$ cat src/rtl/clksel_pkg.sv
package clksel_pkg;

    localparam int NUM_SRC = 3;
    localparam int CODE_W  = 2;

    typedef enum logic [CODE_W-1:0] {
        SRC_INT = 2'b00,
        SRC_EXT = 2'b01,
        SRC_PLL = 2'b10
    } src_e;

    // Unused code 11 maps to the internal oscillator.
    function automatic src_e decode_req(input logic [CODE_W-1:0] code);
        case (code)
            2'b01:   return SRC_EXT;
            2'b10:   return SRC_PLL;
            default: return SRC_INT;
        endcase
    endfunction

    function automatic logic [NUM_SRC-1:0] src_onehot(input src_e s);
        logic [NUM_SRC-1:0] v;
        v = '0;
        v[s] = 1'b1;
        return v;
    endfunction

    // True when the running clock depends on the external oscillator.
    function automatic logic uses_xtal(input src_e s, input logic pll_ext);
        return (s == SRC_EXT) || ((s == SRC_PLL) && pll_ext);
    endfunction

endpackage

$ cat src/rtl/clksel_sync.sv
module clksel_sync #(
    parameter int WIDTH  = 1,
    parameter int STAGES = 2
) (
    input  logic             clk,
    input  logic             rst,
    input  logic [WIDTH-1:0] d_i,
    output logic [WIDTH-1:0] q_o
);
    logic [WIDTH-1:0] chain [STAGES];

    always_ff @(posedge clk) begin
        if (rst) chain[0] <= '0;
        else     chain[0] <= d_i;
    end

    for (genvar g = 1; g < STAGES; g++) begin : g_stage
        always_ff @(posedge clk) begin
            if (rst) chain[g] <= '0;
            else     chain[g] <= chain[g-1];
        end
    end

    assign q_o = chain[STAGES-1];
endmodule

$ cat src/rtl/clksel_guard.sv
module clksel_guard
    import clksel_pkg::*;
(
    input  logic clk,
    input  logic rst,
    input  src_e cur_i,
    input  logic pll_ref_ext_i,
    input  logic sec_en_i,
    input  logic fail_s_i,
    input  logic irq_clr_i,
    output logic fault_o,
    output logic sec_irq_o,
    output logic xtal_kill_o
);
    assign fault_o = sec_en_i && fail_s_i && uses_xtal(cur_i, pll_ref_ext_i);

    always_ff @(posedge clk) begin
        if (rst) begin
            sec_irq_o   <= 1'b0;
            xtal_kill_o <= 1'b0;
        end else if (fault_o) begin
            sec_irq_o   <= 1'b1;
            xtal_kill_o <= 1'b1;
        end else if (irq_clr_i) begin
            sec_irq_o   <= 1'b0;
            xtal_kill_o <= 1'b0;
        end
    end
endmodule

$ cat src/rtl/clksel_core.sv
module clksel_core
    import clksel_pkg::*;
(
    input  logic               clk,
    input  logic               rst,
    input  logic [CODE_W-1:0]  req_i,
    input  logic [NUM_SRC-1:0] rdy_s_i,
    input  logic               force_i,
    output src_e               cur_o
);
    logic              hold_q;
    logic [CODE_W-1:0] snap_q;
    logic              hold_eff;
    src_e              tgt;

    // Hold persists only while the request equals the value seen at fallback.
    assign hold_eff = hold_q && (req_i == snap_q);
    assign tgt      = hold_eff ? SRC_INT : decode_req(req_i);

    always_ff @(posedge clk) begin
        if (rst) begin
            cur_o  <= SRC_INT;
            hold_q <= 1'b0;
            snap_q <= '0;
        end else if (force_i) begin
            cur_o  <= SRC_INT;
            hold_q <= 1'b1;
            snap_q <= req_i;
        end else begin
            hold_q <= hold_eff;
            if ((tgt != cur_o) && rdy_s_i[tgt])
                cur_o <= tgt;
        end
    end
endmodule

$ cat src/rtl/sysclk_switch.sv
module sysclk_switch
    import clksel_pkg::*;
#(
    parameter int SYNC_STAGES = 2
) (
    input  logic         clk,
    input  logic         rst,
    input  logic [1:0]   req_src_i,
    input  logic [2:0]   rdy_raw_i,
    input  logic         pll_ref_ext_i,
    input  logic         sec_en_i,
    input  logic         fail_raw_i,
    input  logic         irq_clr_i,
    input  logic         wake_i,
    output logic [1:0]   stat_src_o,
    output logic [2:0]   sel_onehot_o,
    output logic         xtal_kill_o,
    output logic         sec_irq_o
);
    localparam int SYNC_W = NUM_SRC + 1;

    logic [SYNC_W-1:0]  sync_q;
    logic [NUM_SRC-1:0] rdy_s;
    logic               fail_s;
    logic               fault;
    src_e               cur;

    clksel_sync #(.WIDTH(SYNC_W), .STAGES(SYNC_STAGES)) u_sync (
        .clk (clk),
        .rst (rst),
        .d_i ({fail_raw_i, rdy_raw_i}),
        .q_o (sync_q)
    );

    assign rdy_s  = sync_q[NUM_SRC-1:0];
    assign fail_s = sync_q[NUM_SRC];

    clksel_guard u_guard (
        .clk           (clk),
        .rst           (rst),
        .cur_i         (cur),
        .pll_ref_ext_i (pll_ref_ext_i),
        .sec_en_i      (sec_en_i),
        .fail_s_i      (fail_s),
        .irq_clr_i     (irq_clr_i),
        .fault_o       (fault),
        .sec_irq_o     (sec_irq_o),
        .xtal_kill_o   (xtal_kill_o)
    );

    clksel_core u_core (
        .clk     (clk),
        .rst     (rst),
        .req_i   (req_src_i),
        .rdy_s_i (rdy_s),
        .force_i (fault || wake_i),
        .cur_o   (cur)
    );

    assign stat_src_o   = cur;
    assign sel_onehot_o = src_onehot(cur);
endmodule

$ cat config.mk
export PLATFORM = sky130hd
export DESIGN_NAME = sysclk_switch
export DESIGN_NICKNAME = d
export VERILOG_FILES = /design/src/rtl/clksel_pkg.sv /design/src/rtl/clksel_sync.sv /design/src/rtl/clksel_guard.sv /design/src/rtl/clksel_core.sv /design/src/rtl/sysclk_switch.sv
export SDC_FILE = /design/constraint.sdc
export NUM_CORES = 1
export LEC_CHECK = 0
export ABC_CLOCK_PERIOD_IN_PS = 2000
export BUFFER_PORTS_ARGS = -buffer_cell sky130_fd_sc_hd__buf_4
export CAP_MARGIN = 20
export CORE_UTILIZATION = 25
export CTS_CLUSTER_SIZE = 30
export DETAILED_ROUTE_END_ITERATION = 12
export PLACE_DENSITY_LB_ADDON = 0.08
export SETUP_SLACK_MARGIN = 0.1
export SYNTH_ARGS = -nofsm -noshare
export SYNTH_HDL_FRONTEND = slang
export SYNTH_HIERARCHICAL = 1
export SYNTH_SLANG_ARGS = --single-unit
$ cat constraint.sdc
create_clock -name clk -period 2 [get_ports clk]
set_clock_uncertainty 0.15 [all_clocks]
set_input_delay 0.2 -clock clk [delete_from_list [all_inputs] [get_ports clk]]
set_output_delay 0.2 -clock clk [all_outputs]
set_load 0.01 [all_outputs]
==> out/metrics.cfg <==
[die]
start_util_pct=27.7
die_h_um=49.8
ioPinCount=19
rows=16
dieArea_um2=2480
core-area_um2=2060
die_w_um=49.8

[place]
place_hpwl_um=740
port_buffers=18
post_dp_cell_area_um2=732
routabilityCongestion=0.731

[setup_path]
required_ns=2.04
worst-setup-path-type=reg -> reg
crit_start=u_core/cur_o[0]$_SDFFE_PP0P_
crit_chain=nand3b_1 -> a21oi_2 -> or2_1 -> nor2_1 -> nand2_1 -> o31ai_1
reg2reg_from=u_core/cur_o[0]$_SDFFE_PP0P_
slowest_delay_ns=0.43
reg2reg_depth=6
arrival_ns=1.69
crit_fanout=7
cpMaxStageDelayCell=dfxtp_1
critPathCaptureType=flip-flop
cp-start-kind=flip-flop

[cts]
cts_tree=built
ctsResizeCount=0
cts_hold_buf=4
htreeDepth=1
root_buffer=clkbuf_4
clock_sinks=14
path_clk_slew_ns=0.08
cts.path.max_buffers=2
post-cts-setup-buffers=0
cts-buffers-inserted=3
worst_skew_pair.late_latency_ns=0.27

[sta]
setup_viol=0
report.final.slew_viol_count=0
worst_pin_slew_ns=0.278
rsz0062_at_grt=no
post-route-min-period_ns=1.65
period_share_pct=82.5
hold_viol=0
slew-limit-headroom_pct=81.5
clock.fmax_ghz=0.606
tns_ns=0
whs_ns=0.0372

[power_and_ir_drop]
p_leak_nw=0.350
vdd_ir_drop_max_mv=0.278
power.density_nw_per_um2=686

[worst_hold_path]
hold_path_class=in -> reg
hp-start=rst
whs_path_depth=2

[logic_synthesis]
synth_compound_area_share_pct=11.6
postSynthAreaPerCell_um2=10.2
synth_fa_ha_area_share_pct=0
synth.area.top_cells=dfxtp_1 49%, nor2b_1 11%, nand3b_1 3.9%, mux2i_1 3.5%, nor2_1 3.3%
yosysTopAreaCell=dfxtp_1
ys_seq_area_share_pct=49.1
synth_top_area_share_pct=49.1
yosys_warnings=6
synth_cell_types=24
synth_simple_gate_area_share_pct=30.7
synth_top_family_by_area=simple AND/OR/NAND/NOR gates
synthesis.nets=68
syn_area_um2=571
synth-xor-area-share_pct=3.07
netlist_instances=56
ys_ff_latch=14
synth_mux_area_share_pct=3.51

[global_route]
grt_overflow=0
grt_first_pass_wirelength_mm=1.77
grt_antenna_before_repair=0
grt_pass1_vias=427
track_usage_pct=9.86
grt_max_degree=14

[run]
cap_viol_max_count=0

[finish]
syn2layout_area_growth_pct=41.7
final_nets=94
antenna_cells=0
drive_above_1_share_pct=33.3
design_area_um2=808
final_cell_mix=18 x buf_4, 14 x dfxtp_1, 10 x nor2b_1
n_fill_cell=215
final_common_cell=buf_4

[detailed_routing]
routedWlPerCell_um=9.68
ant_nets=0
drc=0
first_pass_iters=4
vias=451
via_per_inst=4.18
wl_mm=1.05
drtIter0Drc=1

[outcome]
status=finished clean

## flip-flops by register name, summed over array words and instances (netlist names)
signal	cells
u_core/cur_o	2
u_core/hold_q	1
u_core/snap_q	2
u_guard/xtal_kill_o	1
u_sync/chain	8
## cell usage after synthesis
library cell  number
nand4_1            1
buf_4              1
o21ba_1            1
nor2b_2            1
xnor2_1            2
a221oi_1           1
a22o_1             1
mux2i_1            2
dfxtp_1           14
nand2b_1           1
a21oi_2            1
nand3b_1           3
inv_1              1
a31oi_1            1
nor2_1             5
o31ai_1            1
nand2_1            2
or2_1              1
nor3b_2            1
and2b_2            2
o221a_1            1
a21oi_1            1
nor2b_1           10
and3_1             1
## layout make-up
type,instances,area (um2),share of cell area (%)
Multi-Input combinational cell,40,279,34.5
Sequential cell,14,280,34.7
Inverter,1,3.75,0.464
Tap cell,27,33.8,4.18
Timing Repair Buffer,22,175,21.7
Clock buffer,4,36.3,4.49
## final timing paths
path                              endpoint  slack (ns)
max           u_core/cur_o[0]$_SDFFE_PP0P_        0.35
min          u_sync/chain[1][0]$_SDFF_PP0_        0.04
max reg2reg   u_core/cur_o[0]$_SDFFE_PP0P_        0.35
min reg2reg  u_sync/chain[1][1]$_SDFF_PP0_        0.29
## power by group
part | leakage [nW] | internal, mW | total, mW | switching, mW
Combinational | 0.214 | 0.0372 | 0.0591 | 0.0219
Clock | 0.0210 | 0.111 | 0.200 | 0.0889
Sequential | 0.115 | 0.290 | 0.296 | 0.00590
## stage by stage
step                      power, mW  utilization (%)  setup slack (ns)  cells
after detailed placement      0.356             35.5             0.351    100
after global placement        0.356             35.5             0.378    100
after floorplan               0.328                -             0.451     56
final                         0.555             39.2             0.351    108
after CTS                     0.570             39.2             0.326    108
after global routing          0.593             39.2             0.195    108
## layer usage
layer / wire length (um) / part of all wire (%) / track usage [%]
met1: 507 / 49 / 11.1
met2: 480 / 46 / 15.8
met3: 42 / 4.0 / 2.78
met4: 14 / 1.3 / 7.14
met5: 0 / 0 / 0
## cells by family after synthesis
| group | count (synthesis) |
|---|---|
| multiplexers | 2 |
| AO/OA/AOI/OAI | 8 |
| XOR/XNOR | 2 |
| buffers and inverters | 2 |
| AND/OR/NAND/NOR | 28 |
| flip-flops | 14 |
## critical path: cells and delay by family (launching register included)
family / cells / cell delay (ns)
simple gates: 4 / 0.73
flops: 1 / 0.43
compound gates: 2 / 0.27
(Power assumes the default switching activity.)
